File: src/rtl/stop_wake_seq.sv
module stop_wake_seq #(
  parameter int unsigned DELAY_CYCLES = 131072
) (
  input  logic clk,
  input  logic rst_n,
  input  logic stop_req,
  input  logic wake_irq,
  input  logic cfg_ext_clk,
  input  logic cfg_keep_on,
  input  logic cfg_nodelay,
  input  logic pll_en,
  input  logic pll_locked,
  output logic osc_pd,
  output logic pll_pd,
  output logic core_clk_en,
  output logic fetch_start
);

  localparam int CW = $clog2(DELAY_CYCLES + 1);
  localparam logic [CW-1:0] DLIM = CW'(DELAY_CYCLES - 1);

  typedef enum logic [1:0] {S_RUN, S_STOP, S_WAIT, S_RESUME} st_t;

  st_t state;
  logic wk_s1, wk_s2;
  logic ext_q, keep_q, nodly_q, plle_q;
  logic [CW-1:0] cnt;

  wire need_delay = !keep_q && !nodly_q && !ext_q;
  wire need_lock  = plle_q && !keep_q;
  wire delay_done = !need_delay || (cnt == DLIM);
  wire lock_done  = !need_lock || pll_locked;

  always_ff @(posedge clk or negedge rst_n) begin
    if (!rst_n) begin
      wk_s1 <= 1'b0;
      wk_s2 <= 1'b0;
    end else begin
      wk_s1 <= wake_irq;
      wk_s2 <= wk_s1;
    end
  end

  always_ff @(posedge clk or negedge rst_n) begin
    if (!rst_n) begin
      ext_q   <= 1'b0;
      keep_q  <= 1'b0;
      nodly_q <= 1'b0;
      plle_q  <= 1'b0;
    end else if (state == S_RUN && stop_req) begin
      ext_q   <= cfg_ext_clk;
      keep_q  <= cfg_keep_on;
      nodly_q <= cfg_nodelay;
      plle_q  <= pll_en;
    end
  end

  always_ff @(posedge clk or negedge rst_n) begin
    if (!rst_n) begin
      state <= S_RUN;
      cnt   <= '0;
    end else begin
      case (state)
        S_RUN:    if (stop_req) state <= S_STOP;
        S_STOP: begin
          cnt <= '0;
          if (wk_s2) state <= S_WAIT;
        end
        S_WAIT: begin
          if (!delay_done) cnt <= cnt + 1'b1;
          if (delay_done && lock_done) state <= S_RESUME;
        end
        default: begin
          cnt   <= '0;
          state <= S_RUN;
        end
      endcase
    end
  end

  assign osc_pd      = (state == S_STOP) && !keep_q && !ext_q;
  assign pll_pd      = (state == S_STOP) && need_lock;
  assign core_clk_en = (state == S_RUN) || (state == S_RESUME);
  assign fetch_start = (state == S_RESUME);

  a_r3_pd_clk_exclusive: assert property (@(posedge clk) disable iff (!rst_n)
    (osc_pd || pll_pd) |-> !core_clk_en);

  a_r10_single_fetch: assert property (@(posedge clk) disable iff (!rst_n)
    fetch_start |=> (!fetch_start && core_clk_en));

  a_r6_delay_complete: assert property (@(posedge clk) disable iff (!rst_n)
    (fetch_start && need_delay) |-> ($past(cnt) == DLIM));

  a_r9_lock_seen: assert property (@(posedge clk) disable iff (!rst_n)
    (fetch_start && need_lock) |-> $past(pll_locked));

  a_r11_cfg_held: assert property (@(posedge clk) disable iff (!rst_n)
    (state != S_RUN && $past(state) != S_RUN) |-> $stable({ext_q, keep_q, nodly_q, plle_q}));

endmodule

File: config.mk
export PLATFORM = sky130hd
export DESIGN_NAME = stop_wake_seq
export DESIGN_NICKNAME = d
export VERILOG_FILES = /design/src/rtl/stop_wake_seq.sv
export SDC_FILE = /design/constraint.sdc
export NUM_CORES = 1
export LEC_CHECK = 0
export ABC_CLOCK_PERIOD_IN_PS = 2580
export BUFFER_PORTS_ARGS = -buffer_cell sky130_fd_sc_hd__clkbuf_2
export CAP_MARGIN = 0
export CORE_UTILIZATION = 57
export CTS_BUF_LIST = sky130_fd_sc_hd__clkbuf_16
export DETAILED_ROUTE_END_ITERATION = 8
export HOLD_SLACK_MARGIN = 0.05
export PLACE_DENSITY = 0.86
export SYNTH_ARGS = -nofsm -noshare
export SYNTH_HDL_FRONTEND = slang
export SYNTH_SLANG_ARGS = --single-unit
File: constraint.sdc
create_clock -name clk -period 2.58 [get_ports clk]
set_input_delay 0.129 -clock clk [delete_from_list [all_inputs] [get_ports clk]]
set_output_delay 0.129 -clock clk [all_outputs]
set_load 0.01 [all_outputs]
After elaboration in Yosys (flattened, before gate mapping)
Cells that the tools add are included.
{"block": "totals", "regBits": 26, "output_inout_bits": 4, "word_cells": 43}
{"block": "classes", "muxes": 6, "n_eq_ne": 8, "add_sub_neg": 1, "reduce_logical": 19, "bitwise": 1}
{"cell": "$pmux 18 s2", "n": 1}
{"cell": "$add 18x1->18 const B", "n": 1}
{"cell": "$eq 18x17->1 const B", "n": 1}
{"cell": "$mux 18", "n": 1}
{"cell": "$logic_and 1x1->1", "n": 8}
{"cell": "$ne 2x2->1 const B", "n": 4}
{"cell": "$mux 2", "n": 3}
{"cell": "$pmux 2 s3", "n": 1}
{"cell": "$logic_not 1->1", "n": 5}
{"cell": "$eq 2x2->1 const B", "n": 2}
{"cell": "$logic_or 1x1->1", "n": 3}
{"cell": "$reduce_and 3->1", "n": 1}
{"cell": "$eq 2x1->1 const B", "n": 1}
{"cell": "$logic_not 2->1", "n": 1}
{"cell": "$reduce_and 2->1", "n": 1}
{"cell": "$not 1->1", "n": 1}

Logic depth before layout (Yosys ltp)
{"block": "depth", "word_depth": 8, "mapped_depth": 7}

Worst setup path before layout
No wires, ideal clock.
{"block": "synth_timing", "kind": "register to register", "start": "register state[0]", "end": "register cnt[11]", "t_required_ns": 2.448, "t_arrival_ns": 2.235, "setup_slack_ns": 0.213, "synth_period_minus_slack_ns": 2.367, "setup_time_ns": 0.132, "path_stages_with_launch": 8, "cell_sequence": "dfrtp_1 -> inv_1 -> ha_1 -> or4_4 -> or4b_4 -> a211oi_1 -> xnor2_1 -> nor2_1"}
{"block": "synth_via", "elab_chain_cells": 3}
{"item": "start, declared", "line": "24", "rtl": "st_t state;"}
{"item": "start signal, assigned", "line": "60", "rtl": "state <= S_RUN;"}
{"item": "start signal, assigned", "line": "64", "rtl": "S_RUN: if (stop_req) state <= S_STOP;"}
{"item": "start signal, assigned", "line": "67", "rtl": "if (wk_s2) state <= S_WAIT;"}
{"item": "$eq 2x2->1 or $logic_not 2->1 (tied branches)", "line": "63", "rtl": "case (state)"}
{"item": "$ne 2x2->1 (no line) or $not 1->1 (tied branches)"}
{"item": "$reduce_and 2->1 (no line)"}
{"item": "end signal, assigned", "line": "70", "rtl": "if (!delay_done) cnt <= cnt + 1'b1;"}
{"item": "end, declared", "line": "27", "rtl": "logic [CW-1:0] cnt;"}
Parallel ways exist; a longest one is shown, timed or not.
A chain may end at the register's enable or synchronous reset.

Worst setup path after layout
Same ends and word-level chain as after synthesis.

==> metrics.sh <==
STATIC-LEAKAGE-POWER_nW=0.714
CORE.ROWCOUNT=17
FRACTION_OF_REGISTERS_WITH_ASYNC_SET_RESET_PCT=100
POWER_REPORT.INTERNAL_TOTAL_mW=0.623
REPORT.FINAL.SETUP_VIOL=0
FINAL.SETUP.WORST_SLACK_NS=0.119
PATH_CLASS='flop to flop'
INITIAL_ANTENNA_VIOLATION_COUNT=0
FLOORPLAN.DIE.WIDTH_UM=51.3
OUTCOME='finished clean'
GRT_PASS1_VIAS=1107
POWER_FRAC_CLOCK_PCT=44.7
N_FILL_CELL=170
FLOORPLAN.INITIALDENSITY_PCT=61.4
MAX_CAP_CHECK_VIOLATION_COUNT=0
YOSYS_MOST_USED_DFF='dfrtp_1'
SYN-MEAN-INSTANCE-AREA_UM2=9.88
CRITICAL_PATH.STARTPOINT_TYPE='flop'
DESIGN.FINAL.NETS=177
SLEW_VIOLATIONS=0
GRT_FIRST_PASS_WIRELENGTH_UM=5150
TRITONCTS_CLOCK_TREE='built'
MAX_SLEW_MARGIN_PCT=57.1
CRITPATHMAXSTAGEDELAY_NS=0.57
DIEAREA_UM2=2630
FINCLKSKEW_NS=0.00210
MAX_FREQ_MHz=406
CORE_AREA_UM2=2250
CRITPATHSLOWESTCELL='or4_4'
TIMING.CRITICAL_PATH.MAX_DELAY_FAMILY='simple AND/OR/NAND/NOR gates'
MULTIINPUTGATEAREA_UM2=707
PWR_DENSITY_CELL_nW_PER_UM2=476
FINAL_HOLD_SLACK_NS=0.100
POSTSYNTHCELLCOUNT=140
YS_SEQ_ELEMENTS=26
CTS_MAX_PATH_BUFFERS=2
DRT_FIRST_PASS_ITERS=4
LAYOUT_MIN_CYCLE_TIME_NS=2.46
DPL-INSTANCE-AREA_UM2=1520
CLK_TRANSITION_REPORTED_PATHS_NS=0.06
GRT_UTIL_ALL_LAYERS_PCT=26.9
GRT_OVERFLOW=0
SYNTHTOPCELLSBYAREA='dfrtp_1 (47%), xnor2_1 (10%), ha_1 (5.4%)'
AREA_GROWTH_PCT=17.0
RSZ0062_AT_GRT='false'
VIA_CELL_RATIO=5.99
SYNTH_SEQ_AREA_SHARE_PCT=47.0
NUMCLOCKSINKS=26
FINALHOLDVIOLATIONS=0
DR.FIRST_ITER.DRC_COUNT=27
POWER_SWITCHING_SHARE_PCT=19.1
CTS-HTREE-LEVELS=1
CRIT_PATH_END_KIND='flop'
REQUIRED_NS=2.73
SHARE_OF_FINAL_LAYOUT_STANDARD_CELLS_STRONGER_THAN_DRIVE_STRENGTH_1_PCT=18.6
TOTAL_SWITCHING_POWER_mW=0.147
GP_CONGESTION=0.834
FF_LATCH_AREA_UM2=651
SYNTH-EDFF-COUNT=0
TIMING.CRITICAL_PATH.ARRIVAL_NS=2.61
CELL_AT_THE_ROOT_OF_THE_CLOCK_TREE='clkbuf_16'
FINALWIRELENGTH_UM=2900
CTS_BUFFERS=3
FP.DIEH_UM=51.3
SYNTH.MOST_COMMON_CELL='dfrtp_1'
TIMING.FINAL.CRIT_SHARE_PCT=95.4
CP_MAX_FO=5
SETUP-TNS-FINAL_NS=0
CLK-INSERTION-DELAY-LATE_NS=0.26
N_ANTENNA_CELL=0
IO_BUFFERS=12
TIGHTEST_SLEW_NS=0.643
MAX-VDD-IR-DROP_V=0.000387
CRITICAL_PATH_BUF_INV_COUNT=1
FINAL_DESIGN_AREA_NO_FILL_UM2=1620
HP-CLASS='input port to flop'
CRITICAL_PATH.CELL_CHAIN='inv_1 > ha_1 > or4_4 > or4b_4 > a211oi_1 > xnor2_1 > nor2_1'
DRCVIOLATIONCOUNT=0
P_COMB_SHARE_PCT=2.1
SYNTH_TOP_CELL_AREA_SHARE_PCT=47.0
POSTSYNTHNETCOUNT=155
DPL_WORST_SLACK_NS=0.152
GRT_START_MAX_NET_PINS=27
DETAIL_ROUTE.WL_PER_CELL_UM=15.4
SEQUENTIALPOWERSHARE_PCT=53.2
PIN_COUNT=13
SYNTH.TOP_CELLS.BY_COUNT='dfrtp_1 (26), nor2_1 (18), xnor2_1 (16)'
SYNTH.LARGEST_AREA_CELL='dfrtp_1'
COUNT_OF_NETS_LEFT_WITH_ANTENNA_VIOLATIONS_AFTER_DETAIL_ROUTING=0
DP_HPWL_UM=2020
SYNTH.DISTINCT_CELLS=32
ROUTED-VIA-COUNT=1133
POST_SYNTH_INSTANCE_AREA_UM2=1380
YS.WARNINGS.COUNT=0
## kinds of logic after synthesis
logic type                 after synthesis  synth area share [%]
buffers and inverters                   10                  2.71
muxes                                    6                  4.79
xor gates and xnor gates                16                  10.1
and+or+nand+nor                         61                  22.9
DFF                                     26                  47.0
adders and majority gates                6                  5.42
AOI/OAI and AO/OA                       15                  7.05
## what timing repair did
action	CTS	global route
hold buffers	2	0
resized for setup	0	1
setup endpoints to repair	0	1
hold endpoints to repair	27	0
setup buffers	0	0
## sequential cells by signal, summed over array words and instances, names as in the netlist
register,cells
ext_q,1
keep_q,1
nodly_q,1
state,2
cnt,18
wk_s2,1
plle_q,1
wk_s1,1
## cell type report
class,count,share of cell area [%]
well taps,28,2.16
inverters,8,1.85
repair buffers,19,7.26
clock buffers,3,4.64
multi-input cells,104,43.7
clock inverters,1,0.232
flip-flops and latches,26,40.2
## placed cells by master, fill, tap and decap left out, types with 2 or more instances in the layout
master / netlist / layout
nor2_1: 18 / 18
mux2_2: 5 / 5
clkbuf_2: 0 / 12
clkbuf_16: 0 / 3
nor3_1: 4 / 4
ha_1: 6 / 6
dlygate4sd3_1: 0 / 2
nand2_1: 12 / 12
a21oi_1: 5 / 5
and3_1: 2 / 2
inv_1: 8 / 8
buf_4: 0 / 5
a211oi_1: 4 / 3
nand4_1: 3 / 3
nand3_1: 6 / 6
dfrtp_1: 26 / 26
xnor2_1: 16 / 16
nor4_1: 6 / 6
## layer usage
layer / up-vias / GRT usage (%) / share of wire, %
met5: - / 0 / 0
met4: 0 / 13.1 / 3.1
met3: 11 / 5.36 / 5.5
met2: 56 / 45.8 / 51
met1: 538 / 32.2 / 40
li1: 528 / - / -
## power groups by stage
stage / sequential, mW / combinational, mW / clock [mW]
after global placement: 0.417 / 0.0138 / 0
after detailed placement: 0.417 / 0.0143 / 0
final: 0.410 / 0.0159 / 0.344
after global routing: 0.409 / 0.0185 / 0.365
after CTS: 0.410 / 0.0168 / 0.349
after floorplan: 0.417 / 0.000357 / 0
## through the flow
stage          power (mW)  std cells  utilization, %
5_1_grt             0.793        189            71.8
3_5_place_dp        0.431        183            67.2
3_3_place_gp        0.431        183            67.2
4_1_cts             0.775        189            71.6
2_1_floorplan       0.418        140               -
6_report            0.770        189            71.8
## worst paths after layout
check	slack, ns	endpoint	cells past startpoint	startpoint
max in group asynchronous	1.74	ext_q$_DFFE_PN0P_	2	rst_n
worst min register to register	0.36	wk_s2$_DFF_PN0_	0	wk_s1$_DFF_PN0_
worst min-delay path	0.10	nodly_q$_DFFE_PN0P_	2	cfg_nodelay
min in group asynchronous	0.42	cnt[10]$_DFFE_PN0P_	2	rst_n
worst max register to register	0.12	cnt[11]$_DFFE_PN0P_	7	state[0]$_DFFE_PN0P_
worst max-delay path	0.12	cnt[11]$_DFFE_PN0P_	7	state[0]$_DFFE_PN0P_
## worst reg2reg max path, stage by stage, from the launching register on
cell and delay, ns:
dfrtp_1 0.41, inv_1 0.09, ha_1 0.21, or4_4 0.57, or4b_4 0.55, a211oi_1 0.31, xnor2_1 0.16, nor2_1 0.05
(Power assumes the default switching activity.)
